File: config.mk
export PLATFORM = sky130hd
export DESIGN_NAME = prio_intc
export DESIGN_NICKNAME = d
export VERILOG_FILES = /design/src/rtl/intc_pkg.sv /design/src/rtl/intc_sync.sv /design/src/rtl/intc_pick.sv /design/src/rtl/prio_intc.sv
export SDC_FILE = /design/constraint.sdc
export NUM_CORES = 1
export LEC_CHECK = 0
export BUFFER_PORTS_ARGS = -buffer_cell sky130_fd_sc_hd__buf_4
export CORE_AREA = 5 5 92 85
export DETAILED_ROUTE_END_ITERATION = 8
export DIE_AREA = 0 0 97 90
export PLACE_DENSITY = 0.74
export SETUP_SLACK_MARGIN = 0.15
export SLEW_MARGIN = 10
export SYNTH_ARGS = -nofsm -noshare
export SYNTH_HDL_FRONTEND = slang
export SYNTH_SLANG_ARGS = --single-unit
File: constraint.sdc
create_clock -name clk_i -period 2.8 [get_ports clk_i]
set_input_delay 0.14 -clock clk_i [delete_from_list [all_inputs] [get_ports clk_i]]
set_output_delay 0.14 -clock clk_i [all_outputs]
set_load 0.01 [all_outputs]
File: src/rtl/intc_pkg.sv
package intc_pkg;
    localparam int NSRC  = 12;
    localparam int NMASK = NSRC - 2;
    localparam int VW    = 14;
    localparam int LW    = $clog2(NSRC + 1);

    // sources always edge-latched: power-down (1) and index 7
    localparam logic [NSRC-1:0] FIXED_EDGE = NSRC'(12'h082);

    typedef struct packed {
        logic nest;
        logic edge2;   // source 2
        logic edge1;   // source 9
        logic edge0;   // source 10
    } ctl_t;

    typedef struct packed {
        ctl_t            ctl;
        logic [NMASK-1:0] mask;
        logic            gie;
        logic            blk;
        logic [NSRC-1:0] pend;
        logic [NSRC-1:0] act;
        logic            take;
        logic [VW-1:0]   vec;
    } state_t;

    function automatic logic [VW-1:0] vec_of(input logic [LW-1:0] idx);
        if (idx == '0) return '0;
        if (idx == LW'(1)) return VW'(14'h002C);
        return VW'({idx, 2'b00}) - VW'(4);
    endfunction
endpackage

File: src/rtl/intc_sync.sv
module intc_sync #(
    parameter int W      = 12,
    parameter int STAGES = 2
) (
    input  logic         clk_i,
    input  logic         rst_ni,
    input  logic [W-1:0] din_i,
    output logic [W-1:0] level_o,
    output logic [W-1:0] rise_o
);
    logic [W-1:0] stg_q [STAGES+1];

    always_ff @(posedge clk_i or negedge rst_ni) begin
        if (!rst_ni) begin
            for (int s = 0; s <= STAGES; s++) stg_q[s] <= '0;
        end else begin
            stg_q[0] <= din_i;
            for (int s = 1; s <= STAGES; s++) stg_q[s] <= stg_q[s-1];
        end
    end

    assign level_o = stg_q[STAGES-1];
    assign rise_o  = stg_q[STAGES-1] & ~stg_q[STAGES];
endmodule

File: src/rtl/intc_pick.sv
module intc_pick #(
    parameter int W  = 12,
    parameter int IW = $clog2(W + 1)
) (
    input  logic [W-1:0]  cand_i,
    output logic          any_o,
    output logic [IW-1:0] idx_o
);
    always_comb begin
        idx_o = IW'(W);
        for (int i = W - 1; i >= 0; i--) begin
            if (cand_i[i]) idx_o = IW'(i);
        end
    end
    assign any_o = |cand_i;
endmodule

File: src/rtl/prio_intc.sv
module prio_intc
    import intc_pkg::*;
#(
    parameter int SYNC_STAGES = 2
) (
    input  logic             clk_i,
    input  logic             rst_ni,
    input  logic [NSRC-1:0]  req_i,
    input  logic             mask_we_i,
    input  logic [NMASK-1:0] mask_wd_i,
    input  logic             ctl_we_i,
    input  logic [3:0]       ctl_wd_i,
    input  logic             fc_we_i,
    input  logic [NSRC-1:0]  fc_set_i,
    input  logic [NSRC-1:0]  fc_clr_i,
    input  logic             gie_on_i,
    input  logic             gie_off_i,
    input  logic             eoi_i,
    output logic             take_o,
    output logic [VW-1:0]    vec_o,
    output logic [LW-1:0]    lvl_o
);
    state_t state_d, state_q;

    logic [NSRC-1:0] level_w, rise_w;
    logic [NSRC-1:0] edge_mode, avail, take_bit, top_bit;
    logic            win_any, act_any, allowed;
    logic [LW-1:0]   win_idx, top_idx;

    intc_sync #(.W(NSRC), .STAGES(SYNC_STAGES)) u_sync (
        .clk_i  (clk_i),
        .rst_ni (rst_ni),
        .din_i  (req_i),
        .level_o(level_w),
        .rise_o (rise_w)
    );

    always_comb begin
        edge_mode     = FIXED_EDGE;
        edge_mode[2]  = state_q.ctl.edge2;
        edge_mode[9]  = state_q.ctl.edge1;
        edge_mode[10] = state_q.ctl.edge0;
    end

    assign avail = ((state_q.pend & edge_mode) | (level_w & ~edge_mode))
                 & {state_q.mask, 2'b11};

    intc_pick #(.W(NSRC), .IW(LW)) u_pick_win (
        .cand_i(avail),
        .any_o (win_any),
        .idx_o (win_idx)
    );

    intc_pick #(.W(NSRC), .IW(LW)) u_pick_top (
        .cand_i(state_q.act),
        .any_o (act_any),
        .idx_o (top_idx)
    );

    always_comb begin
        allowed = win_any && state_q.gie && !state_q.blk;
        if (state_q.ctl.nest) allowed = allowed && (!act_any || (win_idx < top_idx));
        else                  allowed = allowed && !act_any;
        take_bit = allowed ? (NSRC'(1) << win_idx) : '0;
        top_bit  = act_any ? (NSRC'(1) << top_idx) : '0;
    end

    always_comb begin
        state_d = state_q;
        if (ctl_we_i)  state_d.ctl  = ctl_t'(ctl_wd_i);
        if (mask_we_i) state_d.mask = mask_wd_i;
        state_d.blk = mask_we_i;
        if (gie_off_i)     state_d.gie = 1'b0;
        else if (gie_on_i) state_d.gie = 1'b1;
        state_d.pend = ((state_q.pend & ~((fc_we_i ? fc_clr_i : '0) | take_bit))
                       | rise_w | (fc_we_i ? fc_set_i : '0)) & edge_mode;
        state_d.act  = (state_q.act & ~(eoi_i ? top_bit : '0)) | take_bit;
        state_d.take = allowed;
        if (allowed) state_d.vec = vec_of(win_idx);
    end

    always_ff @(posedge clk_i or negedge rst_ni) begin
        if (!rst_ni) begin
            state_q      <= '0;
            state_q.gie  <= 1'b1;
        end else begin
            state_q <= state_d;
        end
    end

    assign take_o = state_q.take;
    assign vec_o  = state_q.vec;
    assign lvl_o  = act_any ? top_idx : LW'(NSRC);
endmodule

== Word-level counts from Yosys, hierarchy flattened ==
Index checks and enable logic that the tools add are counted.

* Add/sub/neg operators: 1
* Order comparisons: 1
* Eq/ne operators: 1
* Shift operators: 2
* Muxes and demuxes: 42
* Bitwise gates (word level): 16
* Reduce and logical (&&, ||, !) cells: 11

{| class="wikitable"
|+ Operator list
! operator !! number
|-
| $mux W4 || 17
|-
| $and A12 B12 Y12 || 5
|-
| $mux W12 || 5
|-
| $or A12 B12 Y12 || 5
|-
| $mux W14 || 4
|-
| $not A12 Y12 || 3
|-
| $and A12 B11 Y12 || 2
|-
| $mux W3 || 8
|-
| $reduce_or A12 Y1 || 2
|-
| $shl A1 B4 Y12 const A || 2
|-
| $not A11 Y12 || 1
|-
| $mux W1 || 8
|-
| $sub A6 B3 Y7 const B || 1
|-
| $eq A4 B1 Y1 const B || 1
|-
| $logic_and A1 B1 Y1 || 4
|-
| $logic_not A4 Y1 || 1
|-
| $lt A4 B4 Y1 || 1
|-
| $logic_not A1 Y1 || 2
|-
| $reduce_bool A2 Y1 || 1
|-
| $logic_or A1 B1 Y1 || 1
|}

* Flip-flop bits (word level): 91
* Bits of input ports: 58

== Logic depth before layout (Yosys ltp) ==
* Word-level depth: 27
* Mapped depth: 13
* Gate-level depth less buffers: 12

== By module ==
From an unflattened synthesis, not the netlist that was laid out.

* Cell total of the unflattened synthesis: 291
* Area total of the unflattened synthesis: 3508.4 sq um

{| class="wikitable"
|+ Modules (own cells, without submodules)
! module !! times used !! cells an instance !! area an instance (sq um) !! sequential area each (sq um)
|-
| prio_intc || 1 || 187 || 2094.5 || 977.2
|-
| intc_sync || 1 || 60 || 1156.1 || 900.9
|-
| intc_pick || 2 || 22 || 128.9 || 0.0
|}

== Least setup slack after synthesis ==
No wires, ideal clock.

* Kind: reg2reg
* From: register state_q (netlist bit edge_mode[10])
* To: register state_q (netlist bit vec_o[12])
* Setup time: 125 ps
* Arrival time: 2868 ps
* Path slack: -193 ps
* Stages on the path, launching flop included: 12
* Path buffers: 0
* Clock period less this slack: 2993 ps
* Path through: dfrtp_1 mux2_2 a21boi_1 o21ai_0 a221oi_1 nor3_1 ha_1 nand3b_1 a211oi_1 a31oi_2 nor2_4 mux2_4

* Elaborated cells on any way between the ends: 35

{| class="wikitable"
|+ RTL lines
! what !! RTL line !! source
|-
| start: declaration || prio_intc.sv:23 || <nowiki>state_t state_d, state_q;</nowiki>
|-
| start signal: assignment || prio_intc.sv:87 || <nowiki>state_q <= state_d;</nowiki>
|-
| $not A11 Y12 || prio_intc.sv:45 || <nowiki>assign avail = ((state_q.pend & edge_mode) | (level_w & ~edge_mode))</nowiki>
|-
| $and A12 B12 Y12 || prio_intc.sv:45 ||
|-
| $or A12 B12 Y12 (*) || prio_intc.sv:45 ||
|-
| $and A12 B12 Y12 (*) || prio_intc.sv:46 || <nowiki>& {state_q.mask, 2'b11};</nowiki>
|-
| $mux W3 (3 in series) || intc_pick.sv:12 || <nowiki>if (cand_i[i]) idx_o = IW'(i);</nowiki>
|-
| $mux W4 (8 in series) || intc_pick.sv:12 ||
|-
| $lt A4 B4 Y1 || prio_intc.sv:62 || <nowiki>if (state_q.ctl.nest) allowed = allowed && (!act_any || (win_idx < top_idx));</nowiki>
|-
| $logic_or A1 B1 Y1 || prio_intc.sv:62 ||
|-
| $logic_and A1 B1 Y1 || prio_intc.sv:62 ||
|-
| $mux W1 (*) || prio_intc.sv:62 ||
|-
| via allowed || prio_intc.sv:27 || <nowiki>logic win_any, act_any, allowed;</nowiki>
|}

The timed path passes the listed nets; every way through them passes the cells marked *. The select of a mux whose other input is x is not followed.
A chain may end at the register's enable or synchronous reset.

== Final worst setup path ==
* From: register state_q (netlist bit edge_mode[2])
* To: register state_q (netlist bit vec_o[3])

* Elaborated cells on any way between the ends: 27

{| class="wikitable"
|+ RTL lines
! what !! RTL line
|-
| $not A11 Y12 || prio_intc.sv:45
|-
| $and A12 B12 Y12 || prio_intc.sv:45
|-
| $or A12 B12 Y12 (*) || prio_intc.sv:45
|-
| $and A12 B12 Y12 (*) || prio_intc.sv:46
|-
| $mux W4 (3 in series) || intc_pick.sv:12
|-
| $lt A4 B4 Y1 || prio_intc.sv:62
|-
| $logic_or A1 B1 Y1 || prio_intc.sv:62
|-
| $logic_and A1 B1 Y1 || prio_intc.sv:62
|-
| $mux W1 (*) || prio_intc.sv:62
|-
| via allowed || prio_intc.sv:27
|}

Marked as above.

==> summary.txt <==
Global routing
  – Global-route wire length before repair: 12,520 µm
  – Remaining Overflow, GRT: 0
  – GRT Total Usage: 17.70%
  – Initial antenna violation count: 0
  – Largest net degree at the start of global routing: 69
  – Vias in the first global route: 2,589

Routing
  – Final WL: 7414 µm
  – 1st-iter DRT viols: 93
  – Wirelength per Cell: 15.38 µm
  – Via-per-instance ratio: 5.141
  – Drt drc: 0
  – Pre-antenna DRT Iters: 4
  – DR vias: 2,478
  – Final ANT Viol Nets: 0

Clock network
  – Clock Latency Late Sink: 0.36 ns
  – TritonCTS Buffers: 9
  – Clock-pin slew on the worst setup and hold paths: 0.08 ns
  – CTS tree: yes
  – H-tree depth: 3
  – CTS max path bufs: 2
  – CTS root buffer: clkbuf_8
  – Sink Count: 68

Synth
  – Most common library cells after synthesis: 67 x dfrtp_1, 35 x nand2_1, 16 x inv_1, 16 x o21ai_0, 15 x mux2_2
  – Unique masters post-synth: 50
  – Post-synth EDFFs: 0
  – Synth area leaders: dfrtp_1 53%, mux2_2 5.4%, nand2_1 4.2%
  – Main synth FF type: dfrtp_1
  – Seq/Total Area, Yosys: 54.33%
  – #FFs+latches synth: 68
  – Async set or reset register ratio after synthesis: 100.0%
  – Synth Cell Area: 3134 µm²
  – Gate Count Post-Synth: 278
  – Yosys warnings: 0
  – Dominant cell type by area after synthesis: dfrtp_1
  – Most numerous cell in the Yosys netlist: dfrtp_1
  – Post-synth top area share: 53.49%
  – Syn_area_per_cell: 11.27 µm²

Layout
  – Antenna Cells: 0
  – Nets: 450
  – Ratio of cells with drive above 1 in the final layout: 42.16%
  – Core Util, Final: 64.20%
  – Multi-input gate area: 1389 µm²
  – Register cell area after layout: 1703 µm²
  – Area Overhead vs Synth: 40.48%
  – Final Non-Filler Cells: 482
  – Fillers: 529

Timing
  – Slew Limit Fails: 0
  – Final Hold Fails: 0
  – Minimum clock period: 2.878 ns
  – Period utilization: 102.8%
  – Max frequency: 347.4 MHz
  – Relative slew slack: 44.24%
  – RSZ-0062 raised after global routing: true
  – Setup TNS: -0.3699 ns
  – Least-Margin Pin Slew: 0.8364 ns
  – Setup violations, final: 7
  – Final Worst Setup Slack: -0.07839 ns
  – Worst Skew: 0.01083 ns

Worst setup path
  – Critical Path RT: 3.04 ns
  – Startpoint Class: register
  – Crit path arrival time: 3.12 ns
  – Critical Path Sink Type: register
  – Max FO, Critical Path: 8
  – WS Path Type: register to register

Worst hold path
  – Min-delay worst type: input pin to register

Power
  – Lkg Pwr: 0.002048 µW
  – Design Power: 3221 µW
  – Worst IR Drop VDD: 0.4116 mV
  – Power Density: 731.6 nW/µm²

Floorplan
  – Die X: 97 µm
  – Num rows: 29
  – Height of the chip: 90 µm
  – # IOs: 77
  – Die area: 8730 µm²
  – Starting Density: 45.70%
  – Core area: 6858 µm²

Run
  – Max_cap viols: 0

Run status
  – Status: finished with violations
  – Failing checks: setup timing

Place
  – Final GP Congestion: 0.9205
  – DP HPWL: 5135 µm
  – Dpl cells: 435
  – IO Port Bufs: 60
cells by family after synthesis:
| logic type | share of synthesized area (%) |
|---|---|
| AND/OR/NAND/NOR | 11.46 |
| flip-flops | 54.33 |
| AO/OA/AOI/OAI | 16.25 |
| buffers and inverters | 6.227 |
| multiplexers | 8.423 |
| adder cells (fa/ha/maj) | 3.194 |
| other | 0.1196 |
layer usage:
| layer | track usage (%) | vias to the layer above | part of all wire [%] |
|---|---|---|---|
| li1 | - | 1187 | - |
| met1 | 22.12 | 1219 | 44 |
| met2 | 29.54 | 58 | 50 |
| met3 | 4.102 | 14 | 4.2 |
| met4 | 7.251 | 0 | 1.7 |
| met5 | 0 | - | 0 |
layout make-up:
type | instances | area share, %
multi-input cells | 174 | 31.54
clock inverters | 6 | 1.620
well taps | 93 | 2.643
inverters | 16 | 1.421
clock buffers | 10 | 2.899
flip-flops and latches | 68 | 38.68
repair buffers | 115 | 21.20
where the power goes:
group | switching [µW] | total (µW) | internal (µW)
logic | 584 | 1210 | 624
registers | 92.6 | 1190 | 1090
clock network | 408 | 827 | 419
flip-flops by register name, indices dropped and copies added, names as in the netlist:
name            count
u_sync.stg_q       17
edge_mode           3
vec_o               5
u_sync.level_o     12
state_q            30
take_o              1
critical path, stage by stage, from the launching register on:
cell and delay, ns:
dfrtp_1 0.40, mux2_4 0.32, a2111o_1 0.38, or2_4 0.28, inv_4 0.06, ha_4 0.19, nand2_2 0.06, nand3b_1 0.11
a211oi_2 0.23, a31oi_2 0.17, nor2_4 0.14, buf_12 0.13, mux2_4 0.29
metrics by stage:
step / hold slack, ns / cell area (µm²) / setup slack (ns)
after detailed placement: 0.2505 / 3771 / -0.1259
after global placement: 0.2494 / 3771 / -0.07388
final: 0.01710 / 4403 / -0.07839
after floorplan: -0.1556 / 3159 / -0.01861
after CTS: 0.002613 / 4332 / -0.06539
after global routing: 0.009821 / 4403 / -0.1982
path summary, 6_finish.rpt:
kind / slack, ns / cells after the start / startpoint / to
min in group asynchronous: 0.41 / 2 / rst_ni / state_q[25]
worst min-delay path: 0.02 / 2 / mask_wd_i[9] / state_q[50]
worst min register to register: 0.35 / 0 / u_sync.stg_q[32] / u_sync.level_o[8]
worst max register to register: -0.08 / 12 / edge_mode[2] / vec_o[3]
worst max-delay path: -0.08 / 12 / edge_mode[2] / vec_o[3]
max in group asynchronous: 1.82 / 2 / rst_ni / state_q[20]
cell usage in the layout, fill, tap and decap left out, types with 8 or more instances in the layout:
| cell | n |
|---|---|
| mux2_2 | 14 |
| dfrtp_1 | 67 |
| o21ai_0 | 11 |
| clkbuf_8 | 9 |
| nor2_1 | 10 |
| a22oi_1 | 8 |
| dlygate4sd3_1 | 20 |
| buf_4 | 92 |
| nand2_1 | 32 |
| o21ai_2 | 8 |
| inv_1 | 15 |
repair_timing:
| item | 4_1_cts | 5_1_grt |
|---|---|---|
| hold buffers | 20 | 0 |
| resized for setup | 22 | 13 |
| setup endpoints to repair | 21 | 23 |
| pin swaps | 20 | 9 |
| endpoints found under the hold margin | 85 | 0 |
| buffers inserted | 8 | 3 |
| cloned | 0 | 0 |
No activity file was read; power rests on OpenSTA's default activity.
